File: src/rtl/pdm_pkg.sv
`timescale 1ns/1ps
package pdm_pkg;
    // Which interpolated value drives the modulator.
    typedef enum logic {
        HALF_MID = 1'b0,
        HALF_CUR = 1'b1
    } half_e;
endpackage

File: src/rtl/pdm_clamp.sv
`timescale 1ns/1ps
module pdm_clamp #(
    parameter int IN_W   = 18,
    parameter int DATA_W = 16
) (
    input  logic signed [IN_W-1:0] din,
    output logic signed [DATA_W:0] dout
);
    localparam logic signed [IN_W-1:0] LIM_HI = IN_W'(2 ** (DATA_W - 1));
    localparam logic signed [IN_W-1:0] LIM_LO = -LIM_HI;

    always_comb begin
        if (din > LIM_HI) begin
            dout = LIM_HI[DATA_W:0];
        end else if (din < LIM_LO) begin
            dout = LIM_LO[DATA_W:0];
        end else begin
            dout = din[DATA_W:0];
        end
    end
endmodule

File: src/rtl/pdm_interp.sv
`timescale 1ns/1ps
module pdm_interp #(
    parameter int DATA_W   = 16,
    parameter int HALF_LEN = 32
) (
    input  logic                   clk,
    input  logic                   rst_n,
    input  logic                   smp_valid,
    input  logic signed [DATA_W:0] smp_in,
    input  logic                   mod_en,
    output logic signed [DATA_W:0] level,
    output pdm_pkg::half_e         half_sel
);
    localparam int CNT_W = $clog2(HALF_LEN + 1);

    typedef struct packed {
        logic signed [DATA_W:0] mid;
        logic signed [DATA_W:0] cur;
        logic [CNT_W-1:0]       cnt;
        pdm_pkg::half_e         half;
    } ip_state_t;

    ip_state_t st_d, st_q;
    logic signed [DATA_W+1:0] pair_sum;

    always_comb begin
        st_d     = st_q;
        pair_sum = {st_q.cur[DATA_W], st_q.cur} + {smp_in[DATA_W], smp_in};
        if (smp_valid) begin
            st_d.mid  = pair_sum[DATA_W+1:1];
            st_d.cur  = smp_in;
            st_d.cnt  = '0;
            st_d.half = pdm_pkg::HALF_MID;
        end else if (mod_en && st_q.half == pdm_pkg::HALF_MID) begin
            if (st_q.cnt == CNT_W'(HALF_LEN - 1)) begin
                st_d.cnt  = '0;
                st_d.half = pdm_pkg::HALF_CUR;
            end else begin
                st_d.cnt = st_q.cnt + 1'b1;
            end
        end
    end

    always_ff @(posedge clk or negedge rst_n) begin
        if (!rst_n) begin
            st_q <= '{mid: '0, cur: '0, cnt: '0, half: pdm_pkg::HALF_CUR};
        end else begin
            st_q <= st_d;
        end
    end

    assign level    = (st_q.half == pdm_pkg::HALF_MID) ? st_q.mid : st_q.cur;
    assign half_sel = st_q.half;
endmodule

File: src/rtl/pdm_sd.sv
`timescale 1ns/1ps
module pdm_sd #(
    parameter int DATA_W = 16
) (
    input  logic                   clk,
    input  logic                   rst_n,
    input  logic                   mod_en,
    input  logic signed [DATA_W:0] level,
    output logic                   bit_out
);
    localparam logic [DATA_W:0] OFFSET = (DATA_W + 1)'(2 ** (DATA_W - 1));

    typedef struct packed {
        logic [DATA_W-1:0] acc;
        logic              obit;
    } sd_state_t;

    sd_state_t sd_d, sd_q;
    logic [DATA_W:0] lvl_u;
    logic [DATA_W:0] acc_sum;

    always_comb begin
        sd_d    = sd_q;
        lvl_u   = $unsigned(level) + OFFSET;
        acc_sum = {1'b0, sd_q.acc} + lvl_u;
        if (mod_en) begin
            sd_d.acc  = acc_sum[DATA_W-1:0];
            sd_d.obit = acc_sum[DATA_W];
        end
    end

    always_ff @(posedge clk or negedge rst_n) begin
        if (!rst_n) begin
            sd_q <= '0;
        end else begin
            sd_q <= sd_d;
        end
    end

    assign bit_out = sd_q.obit;
endmodule

File: src/rtl/pdm_interp_mod.sv
`timescale 1ns/1ps
module pdm_interp_mod #(
    parameter int IN_W     = 18,
    parameter int DATA_W   = 16,
    parameter int HALF_LEN = 32
) (
    input  logic                  clk,
    input  logic                  rst_n,
    input  logic                  smp_valid,
    input  logic signed [IN_W-1:0] smp_data,
    input  logic                  mod_en,
    output logic                  pdm_out
);
    logic signed [DATA_W:0] smp_sat;
    logic signed [DATA_W:0] level_w;
    pdm_pkg::half_e         half_sel_w;

    pdm_clamp #(.IN_W(IN_W), .DATA_W(DATA_W)) u_clamp (
        .din  (smp_data),
        .dout (smp_sat)
    );

    pdm_interp #(.DATA_W(DATA_W), .HALF_LEN(HALF_LEN)) u_interp (
        .clk      (clk),
        .rst_n    (rst_n),
        .smp_valid(smp_valid),
        .smp_in   (smp_sat),
        .mod_en   (mod_en),
        .level    (level_w),
        .half_sel (half_sel_w)
    );

    pdm_sd #(.DATA_W(DATA_W)) u_sd (
        .clk    (clk),
        .rst_n  (rst_n),
        .mod_en (mod_en),
        .level  (level_w),
        .bit_out(pdm_out)
    );
endmodule

File: config.mk
export PLATFORM = sky130hd
export DESIGN_NAME = pdm_interp_mod
export DESIGN_NICKNAME = d
export VERILOG_FILES = /design/src/rtl/pdm_pkg.sv /design/src/rtl/pdm_clamp.sv /design/src/rtl/pdm_interp.sv /design/src/rtl/pdm_sd.sv /design/src/rtl/pdm_interp_mod.sv
export SDC_FILE = /design/constraint.sdc
export NUM_CORES = 1
export LEC_CHECK = 0
export ABC_AREA = 1
export ABC_CLOCK_PERIOD_IN_PS = 7000
export BUFFER_PORTS_ARGS = -buffer_cell sky130_fd_sc_hd__buf_2
export CORE_MARGIN = 1.5
export CORE_UTILIZATION = 30
export CTS_BUF_LIST = sky130_fd_sc_hd__clkbuf_16
export CTS_CLUSTER_SIZE = 8
export DETAILED_ROUTE_END_ITERATION = 8
export PLACE_DENSITY_LB_ADDON = 0.15
export SLEW_MARGIN = 40
export SYNTH_ARGS = -nofsm -noshare
export SYNTH_HDL_FRONTEND = slang
export SYNTH_SLANG_ARGS = --single-unit
File: constraint.sdc
create_clock -name clk -period 7 [get_ports clk]
set_input_delay 1.05 -clock clk [delete_from_list [all_inputs] [get_ports clk]]
set_output_delay 1.05 -clock clk [all_outputs]
set_load 0.02 [all_outputs]
==> results of run 1 <==
[worst max path at each step]
| stage | end | cells after the start | slack, ps | from |
|---|---|---|---|---|
| after floorplan | u_interp.st_q[33]$_DFFE_PN0P_ | 16 | 3810 | smp_data[17] |
| final | u_interp.st_q[33]$_DFFE_PN0P_ | 16 | 3530 | smp_data[17] |
| after global routing | u_interp.st_q[33]$_DFFE_PN0P_ | 16 | 3210 | smp_data[17] |
| after detailed placement | u_interp.st_q[33]$_DFFE_PN0P_ | 16 | 3210 | smp_data[17] |
| after CTS | u_interp.st_q[33]$_DFFE_PN0P_ | 16 | 3580 | smp_data[17] |
| after global placement | u_interp.st_q[33]$_DFFE_PN0P_ | 16 | 3240 | smp_data[17] |
[flip-flops by register name, summed over array words and instances, names as in the netlist]
signal / count
u_interp.st_q: 40
u_sd.sd_q: 16
u_interp.half_sel: 1
u_sd.bit_out: 1
[cells in the final DEF (no fill, tap or decap), drive strengths merged]
cell | synthesis | final
nor4 | 2 | 2
a21boi | 1 | 1
a31o | 1 | 1
a211oi | 2 | 2
or2 | 7 | 7
xnor2 | 7 | 7
o21ai | 73 | 73
clkinvlp | 0 | 2
nor2 | 45 | 45
clkinv | 1 | 4
clkbuf | 8 | 9
dfstp | 1 | 1
a31oi | 9 | 9
a21o | 1 | 1
xor2 | 6 | 6
nor3b | 1 | 1
dfrtp | 57 | 57
o2111ai | 1 | 1
nand3b | 1 | 1
nor3 | 13 | 13
nand2 | 164 | 164
fa | 2 | 2
buf | 7 | 23
inv | 70 | 70
o21bai | 3 | 3
nand4 | 6 | 6
a21oi | 31 | 31
nand3 | 36 | 36
ha | 48 | 48
o21a | 1 | 1
bufinv | 0 | 2
[cell families (layout without fill, tap and decap cells)]
group           count (synthesis)  after routing  synth area share
fa+ha+maj                      50             50            0.1465
compound gates                123            123            0.1522
simple gates                  275            275            0.2644
flops                          58             58            0.3322
buf+inv                        87            110           0.07868
xor+xnor                       13             13           0.02604
[where the power goes]
part / switching (mW) / internal, mW / leakage (nW) / total, mW
registers: 0.0453 / 0.411 / 0.733 / 0.457
logic: 0.390 / 0.244 / 1.60 / 0.635
clock network: 0.168 / 0.310 / 0.151 / 0.479
[area by class of cell]
| class | count | area (um^2) | share of cell area |
|---|---|---|---|
| Clock buffer | 9 | 225.2 | 0.04537 |
| Clock inverter | 7 | 93.84 | 0.01891 |
| Inverter | 71 | 266.5 | 0.05369 |
| Multi-Input combinational cell | 461 | 2576 | 0.5190 |
| Sequential cell | 58 | 1453 | 0.2927 |
| Tap cell | 180 | 225.2 | 0.04537 |
| Timing Repair Buffer | 23 | 123.9 | 0.02496 |
[critical path, delay by kind of cell]
family | cells | cell delay, ps
xor+xnor | 1 | 170
compound gates | 4 | 800
simple gates | 8 | 1040
fa+ha+maj | 1 | 350
buf+inv | 2 | 250
[per-layer routing]
metal	part of all wire	wire length, um	GRT usage
met1	0.47	5231	0.1995
met4	0.020	223	0.04957
met3	0.042	466	0.04625
met5	0	0	0
met2	0.47	5267	0.2555
[through the flow]
stage | hold WS (ps) | instance area [um^2] | total power, mW | util | setup slack (ps)
after floorplan | 447.8 | 4373 | 0.9430 | - | 3805
after global placement | 461.1 | 4638 | 1.099 | 0.3303 | 3241
after detailed placement | 468.7 | 4638 | 1.099 | 0.3303 | 3213
after CTS | 481.8 | 4957 | 1.593 | 0.3530 | 3583
after global routing | 493.1 | 4964 | 1.717 | 0.3535 | 3209
final | 473.2 | 4964 | 1.570 | 0.3535 | 3530
==> results.md, run 1 <==
- Synth top cells by count: nand2_1 (161), inv_1 (68), o21ai_0 (68), dfrtp_1 (57), ha_1 (48)
- Finished Layout Cells: between 800 and 900
- Maximum vdd drop: between 0.1 and 0.15 mV
- P&R area growth vs syn: 13.50%
- Fmax: roughly 290 MHz
- Leakage: between 2 and 2.5 nW
- EDFF count, synth: 0
- Asr flop ratio synth: 1.000
- Tcrit/Tclk final: 0.4957
- Slowest stage delay, CP: 350 ps
- Hold_buf cts: 0
- Setup bufs post-CTS: 0
- Worst-Margin Slew: between 600 and 700 ps
- YS warnings: 0
- Vias in the first global route: 3,689
- # clock sinks: 58
- Seq/Total Area, Yosys: 0.3322
- Startpoint types: input pin
- Max Cap Violations: 0
- Reg2Reg Depth: 17
- Post-synthesis cell type count: 40
- Max Root-Sink Buffers: 2
- Worst hold start: u_sd.bit_out$_DFFE_PN0P_
- Total wire length: around 11 mm
- Clk_lat worst skew: between 300 and 400 ps
- Dpl hpwl: between 8 and 9 mm
- Clock root buffer: clkbuf_16
- Hold depth: 2
- Max Slew Vio Count: 0
- Slowest CP cell: ha_1
- Reg-to-reg startpoint: u_interp.half_sel$_DFFE_PN1P_
- Drt pass-1 iters: 5
- Power Dens Cells: between 300 and 400 nW/um^2
- Post-route ant nets: 0
- Fillers: about 1,500
- Number of core rows: between 40 and 50
- Hold Vio Cnt, Final: 0
- Largest fanout on the critical path: 13
- DIE AREA: 15,310 um^2
- Inst Count DP: 793
- RSZ-0062 raised after global routing: false
- Via count: 3,925
- Yosys top cell by area: dfrtp_1
- Skew final: approximately 11 ps
- R2r endpoint: u_sd.sd_q[12]$_DFFE_PN0P_
- DRC violations left: 0
- Status: finished, final reports clean
- Synthesized net count: approximately 680
- All-Layer GR Usage: 0.1568
- CP Capture Type: flop
- Synthesized area: around 4400 um^2
- Min Tclk post-route: roughly 3500 ps
- Crit path kind: input pin to flop
- Placeable Area: roughly 14,000 um^2
- FF+latch count, synth: 58
- Crit path cell chain: buf_2, nor2_2, nand3_1, nor2_1, nand2_1, nand2_2, inv_2, nor3_1, ha_1, nand3_1, nand2_1, a21boi_0, o21ai_0, a31oi_1, xor2_1, o21ai_0
- ANT cells: 0
- Post-synthesis instance total: 606
- Total global routing overflow: 0
- Placer Congestion: roughly 0.83
- PortBufs: 22
- Total CTS buffers: 9
- Clk pin slew, worst setup/hold paths: 50 ps
- Syn avg cell area: just over 7 um^2
- Die Wd: around 120 um
- First-pass GRT wire length: between 15 and 20 mm
- Synth Flop Type: dfrtp_1
- Final nets: 696
- Gates resized, CTS repair: 0
- Final setup TNS: 0 ps
- Rel. slew slack: 0.5510
- R2R setup slack: roughly 3700 ps
- Via-to-Cell Ratio: around 4.9
- Hold Crit Endpoint: u_sd.bit_out$_DFFE_PN0P_
- DR iter-0 viols: roughly 220
- Arrival @ worst endpoint: roughly 3700 ps
- Synth area leaders: dfrtp_1 (33%), nand2_1 (14%), ha_1 (14%)
- H-tree levels: 3
- Die Span Y: approximately 120 um
- Boundary pin count: 23
- Final setup fails: 0
- Yosys top cell area share: 0.3262
- Largest net degree at the start of global routing: 59
- Initial antenna violation count: 0
- CTS tree: built
- Dominant cell by count in the synthesized netlist: nand2_1
- Layout cells sized above 1: 0.09221
- Starting density of the core: 0.3114
- DR WL/cell: around 14 um
- CP required: 7200 ps
- HP Class: flop to flop
(Power assumes the default switching activity.)
==> run 2, diff against run 1 <==
- ABC_CLOCK_PERIOD_IN_PS: 7000 -> 3300
- clock period: 7 -> 3.3 ns (I/O delays scaled with it)
==> results.md, run 2 (same netlist as run 1, synthesis figures left out) <==
- Clk_lat worst skew: 330 ps (about the same)
- Final nets: 704 (+1.1%)
- Finished Layout Cells: 817 (+0.99%)
- Reg2Reg Depth: 14 (-3)
- Placeable Area: 14,040 um^2 (unchanged)
- Vias in the first global route: 3,915 (+6.1%)
- Final setup TNS: 0 ps (unchanged)
- Gates resized, CTS repair: 0 (unchanged)
- DIE AREA: 15,310 um^2 (unchanged)
- Hold slack final: 211.3 ps (-261.9 ps)
- HP Class: input pin to async pin
- Dpl hpwl: 8.753 mm (+0.79%)
- H-tree levels: 3 (unchanged)
- DR iter-0 viols: 175 (-22%)
- Initial antenna violation count: 0 (unchanged)
- Starting density of the core: 0.3114 (unchanged)
- Slowest stage delay, CP: 580 ps (+230 ps)
- Die Wd: 123.7 um (unchanged)
- Worst-Margin Slew: 724.2 ps (+51.45 ps)
- PortBufs: 22 (unchanged)
- Total power: 3.394 mW (+120%)
- Die Span Y: 123.7 um (unchanged)
- DRC violations left: 0 (unchanged)
- Placement-stage worst setup slack: 123.1 ps (-3090 ps)
- Final setup fails: 0 (unchanged)
- Via-to-Cell Ratio: 4.792 (-1.2%)
- Placed cell areas: 4698 um^2 (+1.3%)
- Crit path max-delay family: simple AND/OR/NAND/NOR gates
- Max Cap Violations: 0 (unchanged)
- DR WL/cell: 13.74 um (-0.66%)
- Worst Path Buf+Inv: 2 (unchanged)
- Layout cells sized above 1: 0.1005 (+0.008261)
- Largest fanout on the critical path: 25 (+12)
- Max Root-Sink Buffers: 2 (unchanged)
- Total wire length: 11.23 mm (+0.32%)
- CP required: 3520 ps (-3680 ps)
- Tcrit/Tclk final: 0.9287
- Reg-to-reg startpoint: u_interp.half_sel$_DFFE_PN1P_
- Fillers: 1,518 (+2.9%)
- # clock sinks: 58 (unchanged)
- Leakage: 2.539 nW (+2.2%)
- R2R setup slack: 240 ps (-3500 ps)
- Skew final: 4.618 ps (-6.057 ps)
- Most common cell after layout, fill and taps aside: nand2_1
- Post-route cell area: 5032 um^2 (+1.4%)
- Power Dens Cells: 674.4 nW/um^2 (+110%)
- First-pass GRT wire length: 18.88 mm (+4.0%)
- Crit path kind: flop to flop
- Total CTS buffers: 9 (unchanged)
- ANT cells: 0 (unchanged)
- Setup bufs post-CTS: 0 (unchanged)
- Drt pass-1 iters: 4 (-1)
- Final Util: 0.3584 (+0.004900)
- Hold Vio Cnt, Final: 0 (unchanged)
- Fmax: about 330 MHz
- Rel. slew slack: 0.5172 (-0.03381)
- Inst Count DP: 801 (+1.0%)
- All-Layer GR Usage: 0.1610 (+0.004213)
- Post-route ant nets: 0 (unchanged)
- Number of core rows: 43 (unchanged)
- Largest Register: u_interp.st_q
- Via count: 3,915 (-0.25%)
- Max FFs per register: 40 (unchanged)
- Clock root buffer: clkbuf_16
- Clk pin slew, worst setup/hold paths: 50 ps (about the same)
- Arrival @ worst endpoint: 3290 ps (-380 ps)
- Crit path cell chain: inv_1, buf_4, o21ai_0, ha_1, ha_1, a21oi_1, nand2_1, nand2_1, o2111ai_1, nand2_1, nand3_1, or2_2, nand3_1, nand2_1
- Final WS setup: 235.3 ps (-3295 ps)
- Maximum vdd drop: 0.2873 mV (+160%)
- R2r endpoint: u_sd.bit_out$_DFFE_PN0P_
- Placer Congestion: 0.8879 (+7.2%)
- CP Capture Type: flop
- Commonest non-fill, non-tap cells in the layout: nand2_1 (161), inv_1 (69), o21ai_0 (64), dfrtp_1 (57), ha_1 (48)
- Boundary pin count: 23 (unchanged)
- Slowest CP cell: dfstp_2
- Largest net degree at the start of global routing: 46 (-22%)
- P&R area growth vs syn: 15.08%
- Total global routing overflow: 0 (unchanged)
- Hold_buf cts: 0 (unchanged)
- CTS tree: built
- Startpoint types: flop
- Status: finished, final reports clean
- Cell mode on critical path: nand2_1
- Min Tclk post-route: between 3000 and 4000 ps
- RSZ-0062 raised after global routing: false
- Biggest regs: u_interp.st_q (40), u_sd.sd_q (16)
- Max Slew Vio Count: 0 (unchanged)
## run 2: cell count changes in the layout (fill, tap and decap cells not counted), moves of 2 or more
cell,previous run,this run
clkinvlp_4,2,0
inv_1,67,69
o21ai_1,3,7
o21ai_0,68,64
buf_4,1,9
## run 2: per-layer routing
layer / track usage / vias up / share of wire
li1: - / 2052 / -
met2: 0.2573 / 46 / 0.46
met5: 0 / - / 0
met1: 0.2059 / 1797 / 0.48
met4: 0.06681 / 0 / 0.029
met3: 0.04258 / 20 / 0.031
## run 2: report_power, final
| group | leakage [nW] | switching [mW] | internal, mW |
|---|---|---|---|
| Sequential | 0.733 | 0.0918 | 0.873 |
| Clock | 0.170 | 0.339 | 0.730 |
| Combinational | 1.64 | 0.832 | 0.529 |
| Total | 2.54 | 1.26 | 2.13 |
## run 2: worst max path at each step
stage                                       start                            end  slack (ps)  depth (start not counted)
finish              u_interp.half_sel$_DFFE_PN1P_       u_sd.bit_out$_DFFE_PN0P_         240                         14
global route        u_interp.half_sel$_DFFE_PN1P_      u_sd.sd_q[12]$_DFFE_PN0P_         0.9                         19
CTS                 u_interp.half_sel$_DFFE_PN1P_       u_sd.bit_out$_DFFE_PN0P_         210                         16
detailed placement                   smp_data[17]  u_interp.st_q[33]$_DFFE_PN0P_         120                         16
global placement                     smp_data[17]  u_interp.st_q[33]$_DFFE_PN0P_         110                         16
floorplan           u_interp.half_sel$_DFFE_PN1P_      u_sd.sd_q[12]$_DFFE_PN0P_         320                         20
## run 2: worst register-to-register path: cells and delay by family, from the launching register on
kind / cells / cell delay [ps]
compound gates: 3 / 650
fa+ha+maj: 2 / 640
flops: 1 / 580
buf+inv: 2 / 310
simple gates: 7 / 760
## run 2: cell type report
class | instances | area [um^2] | area share
multi-input combinational | 461 | 2576 | 0.5119
sequential | 58 | 1453 | 0.2887
inverter | 71 | 266.5 | 0.05296
clock buffer | 9 | 225.2 | 0.04475
tap | 180 | 225.2 | 0.04475
timing repair buffer | 31 | 177.7 | 0.03531
clock inverter | 7 | 108.9 | 0.02163
==> run 3, diff against run 2 <==
- ABC_AREA: 1 -> not set
- CORE_ASPECT_RATIO: not set -> 2
- PLACE_DENSITY: not set -> 0.49
- PLACE_DENSITY_LB_ADDON: 0.15 -> not set
==> results.md, run 3 <==
- Post-route ant nets: 0 (unchanged)
- Yosys top cell by area: dfrtp_1
- Total wire length: 11.82 mm (+5.3%)
- Max FFs per register: 40 (unchanged)
- Die Wd: 88.45 um (-29%)
- Clk pin slew, worst setup/hold paths: 50 ps (about the same)
- Crit path cell chain: mux2_4, ha_4, ha_4, a211o_1, a2111oi_4, o31ai_4, a311oi_4, a211oi_2, a221o_1
- Placer Congestion: 0.8186 (-7.8%)
- Max Slew Vio Count: 0 (unchanged)
- Initial antenna violation count: 0 (unchanged)
- Slowest CP cell: dfstp_2
- CP required: 3510 ps (about the same)
- Synthesized area: 4380 um^2 (+0.17%)
- Drt pass-1 iters: 4 (unchanged)
- Final nets: 603 (-14%)
- Most common cell after layout, fill and taps aside: buf_4
- ANT cells: 0 (unchanged)
- Dpl hpwl: 8.966 mm (+2.4%)
- Syn avg cell area: 9.713 um^2 (+35%)
- Fillers: 1,437 (-5.3%)
- Power Dens Cells: 633.3 nW/um^2 (-6.1%)
- DRC violations left: 0 (unchanged)
- Slowest stage delay, CP: 620 ps (+40 ps)
- First-pass GRT wire length: 18.84 mm (-0.19%)
- Skew final: 7.445 ps (+2.827 ps)
- Post-synthesis instance total: 451 (-26%)
- Clk_lat worst skew: 330 ps (about the same)
- Commonest non-fill, non-tap cells in the layout: buf_4 (58), dfrtp_1 (57), mux2_2 (40), ha_1 (36), nand2_1 (33)
- R2R setup slack: 120 ps (-110 ps)
- Max Cap Violations: 0 (unchanged)
- Via count: 3,724 (-4.9%)
- Reg2Reg Depth: 9 (-5)
- Largest net degree at the start of global routing: 59 (+28%)
- DR iter-0 viols: 86 (-51%)
- Dominant cell by count in the synthesized netlist: dfrtp_1
- RSZ-0062 raised after global routing: true
- Total global routing overflow: 0 (unchanged)
- Starting density of the core: 0.3052 (-0.006183)
- R2r endpoint: u_sd.bit_out$_DFFE_PN0P_
- DIE AREA: 15,380 um^2 (+0.45%)
- All-Layer GR Usage: 0.1605 (-0.0005148)
- Max Root-Sink Buffers: 2 (unchanged)
- FF+latch count, synth: 58 (unchanged)
- Layout cells sized above 1: 0.3246 (+0.2242)
- Synth area leaders: dfrtp_1 (33%), ha_1 (14%), mux2_2 (11%)
- Boundary pin count: 23 (unchanged)
- Seq/Total Area, Yosys: 0.3316 (-0.0005693)
- Number of core rows: 62 (+44%)
- Largest fanout on the critical path: 5 (-80%)
- Clock root buffer: clkbuf_16
- Asr flop ratio synth: 1.000 (unchanged)
- Tcrit/Tclk final: 0.9626 (+0.03394)
- Fmax: 314.8 MHz (-3.5%)
- P&R area growth vs syn: 28.48%
- Rel. slew slack: 0.6038 (+0.08659)
- Die Span Y: 173.9 um (+41%)
- Post-synthesis cell type count: 59 (+48%)
- HP Class: input pin to async pin
- Vias in the first global route: 3,904 (-0.28%)
- Synthesized net count: 523 (-23%)
- H-tree levels: 3 (unchanged)
- Final setup fails: 0 (unchanged)
- Startpoint types: flop
- Arrival @ worst endpoint: 3390 ps (+100 ps)
- Biggest regs: u_interp.st_q (40), u_sd.sd_q (16)
- Hold_buf cts: 0 (unchanged)
- Leakage: 2.554 nW (+0.57%)
- Total CTS buffers: 9 (unchanged)
- PortBufs: 22 (unchanged)
- Placement-stage worst setup slack: -278.4 ps (-401.5 ps)
- Via-to-Cell Ratio: 5.115 (+6.8%)
- Hold Vio Cnt, Final: 0 (unchanged)
- CP Capture Type: flop
- DR WL/cell: 16.24 um (+18%)
- Crit path kind: flop to flop
- CTS tree: built
- Final WS setup: 123.3 ps (-112.0 ps)
- Synth Flop Type: dfrtp_1
- Cell mode on critical path: ha_4
- EDFF count, synth: 0 (unchanged)
- Largest Register: u_interp.st_q
- Final setup TNS: 0 ps (unchanged)
- Reg-to-reg startpoint: u_interp.half_sel$_DFFE_PN1P_
- Synth top cells by count: dfrtp_1 (57), ha_1 (48), mux2_2 (43), nand2_1 (33)
- Yosys top cell area share: 0.3256 (-0.0005590)
- Min Tclk post-route: 3177 ps (+112.0 ps)
- Worst-Margin Slew: 594.3 ps (-129.9 ps)
- Maximum vdd drop: 0.2217 mV (-23%)
- CP Launch Point: u_interp.half_sel$_DFFE_PN1P_
- Status: finished, final reports clean
- # clock sinks: 58 (unchanged)
- YS warnings: 0 (unchanged)
- Placeable Area: 14,350 um^2 (+2.2%)
[run 3: power breakdown]
part / internal (mW) / total [mW] / switching, mW
clock network: 0.491 / 0.826 / 0.334
logic: 0.930 / 1.77 / 0.838
registers: 0.869 / 0.970 / 0.101
[run 3: logic make-up after synthesis]
| family | count (synthesis) | synth area share |
|---|---|---|
| xor gates and xnor gates | 14 | 0.02799 |
| and+or+nand+nor | 134 | 0.1540 |
| adders and majority gates | 50 | 0.1462 |
| buffers and inverters | 29 | 0.02828 |
| DFF | 58 | 0.3316 |
| AOI/OAI and AO/OA | 120 | 0.1934 |
| muxes | 46 | 0.1185 |
[run 3: how the worst max path moves through the flow]
| stage | cells after the start | slack (ps) | to |
|---|---|---|---|
| 5_1_grt | 14 | -40 | u_interp.st_q[40]$_DFFE_PN0P_ |
| 2_1_floorplan | 12 | 30 | u_sd.sd_q[14]$_DFFE_PN0P_ |
| 6_report | 9 | 120 | u_sd.bit_out$_DFFE_PN0P_ |
| 3_3_place_gp | 14 | -240 | u_interp.st_q[40]$_DFFE_PN0P_ |
| 3_5_place_dp | 14 | -280 | u_interp.st_q[40]$_DFFE_PN0P_ |
| 4_1_cts | 10 | 5 | u_sd.bit_out$_DFFE_PN0P_ |
[run 3: routing by layer]
| layer | up-vias | GRT usage | part of all wire |
|---|---|---|---|
| met5 | - | 0 | 0 |
| met4 | 0 | 0.07422 | 0.031 |
| met3 | 26 | 0.02422 | 0.020 |
| met2 | 55 | 0.3069 | 0.56 |
| met1 | 1799 | 0.1620 | 0.39 |
| li1 | 1844 | - | - |
[run 3: per-stage QoR]
step                hold slack [ps]  power (mW)  area [um^2]  instances  utilization
finish                        233.1       3.564         5628        728       0.3922
floorplan                     199.4       2.043         4447        451            -
global route                  295.0       3.849         5628        728       0.3922
global placement              463.8       2.481         5157        707       0.3594
detailed placement            477.5       2.528         5157        707       0.3594
CTS                           366.3       3.376         5411        723       0.3771
[run 3: critical path, delay by kind of cell, from the launching register on]
family | cells | cell delay [ps]
AOI/OAI and AO/OA | 6 | 1610
muxes | 1 | 330
DFF | 1 | 620
adders and majority gates | 2 | 490
[run 3: cell type report]
cell class                 instances  area (um^2)  share of cell area
clock buffer                       9        225.2             0.04002
multi-input combinational        364         3028              0.5380
inverter                          15        56.30             0.01000
sequential                        58         1453              0.2581
clock inverter                     7        28.78            0.005113
timing repair buffer              83        596.8              0.1060
tap                              192        240.2             0.04269
[run 3: what timing repair did]
action,in CTS,in global routing
resized for setup,1,33
hold endpoints to repair,0,0
pin swaps,1,13
gates cloned,0,0
buffers inserted,0,5
setup endpoints to repair,2,12
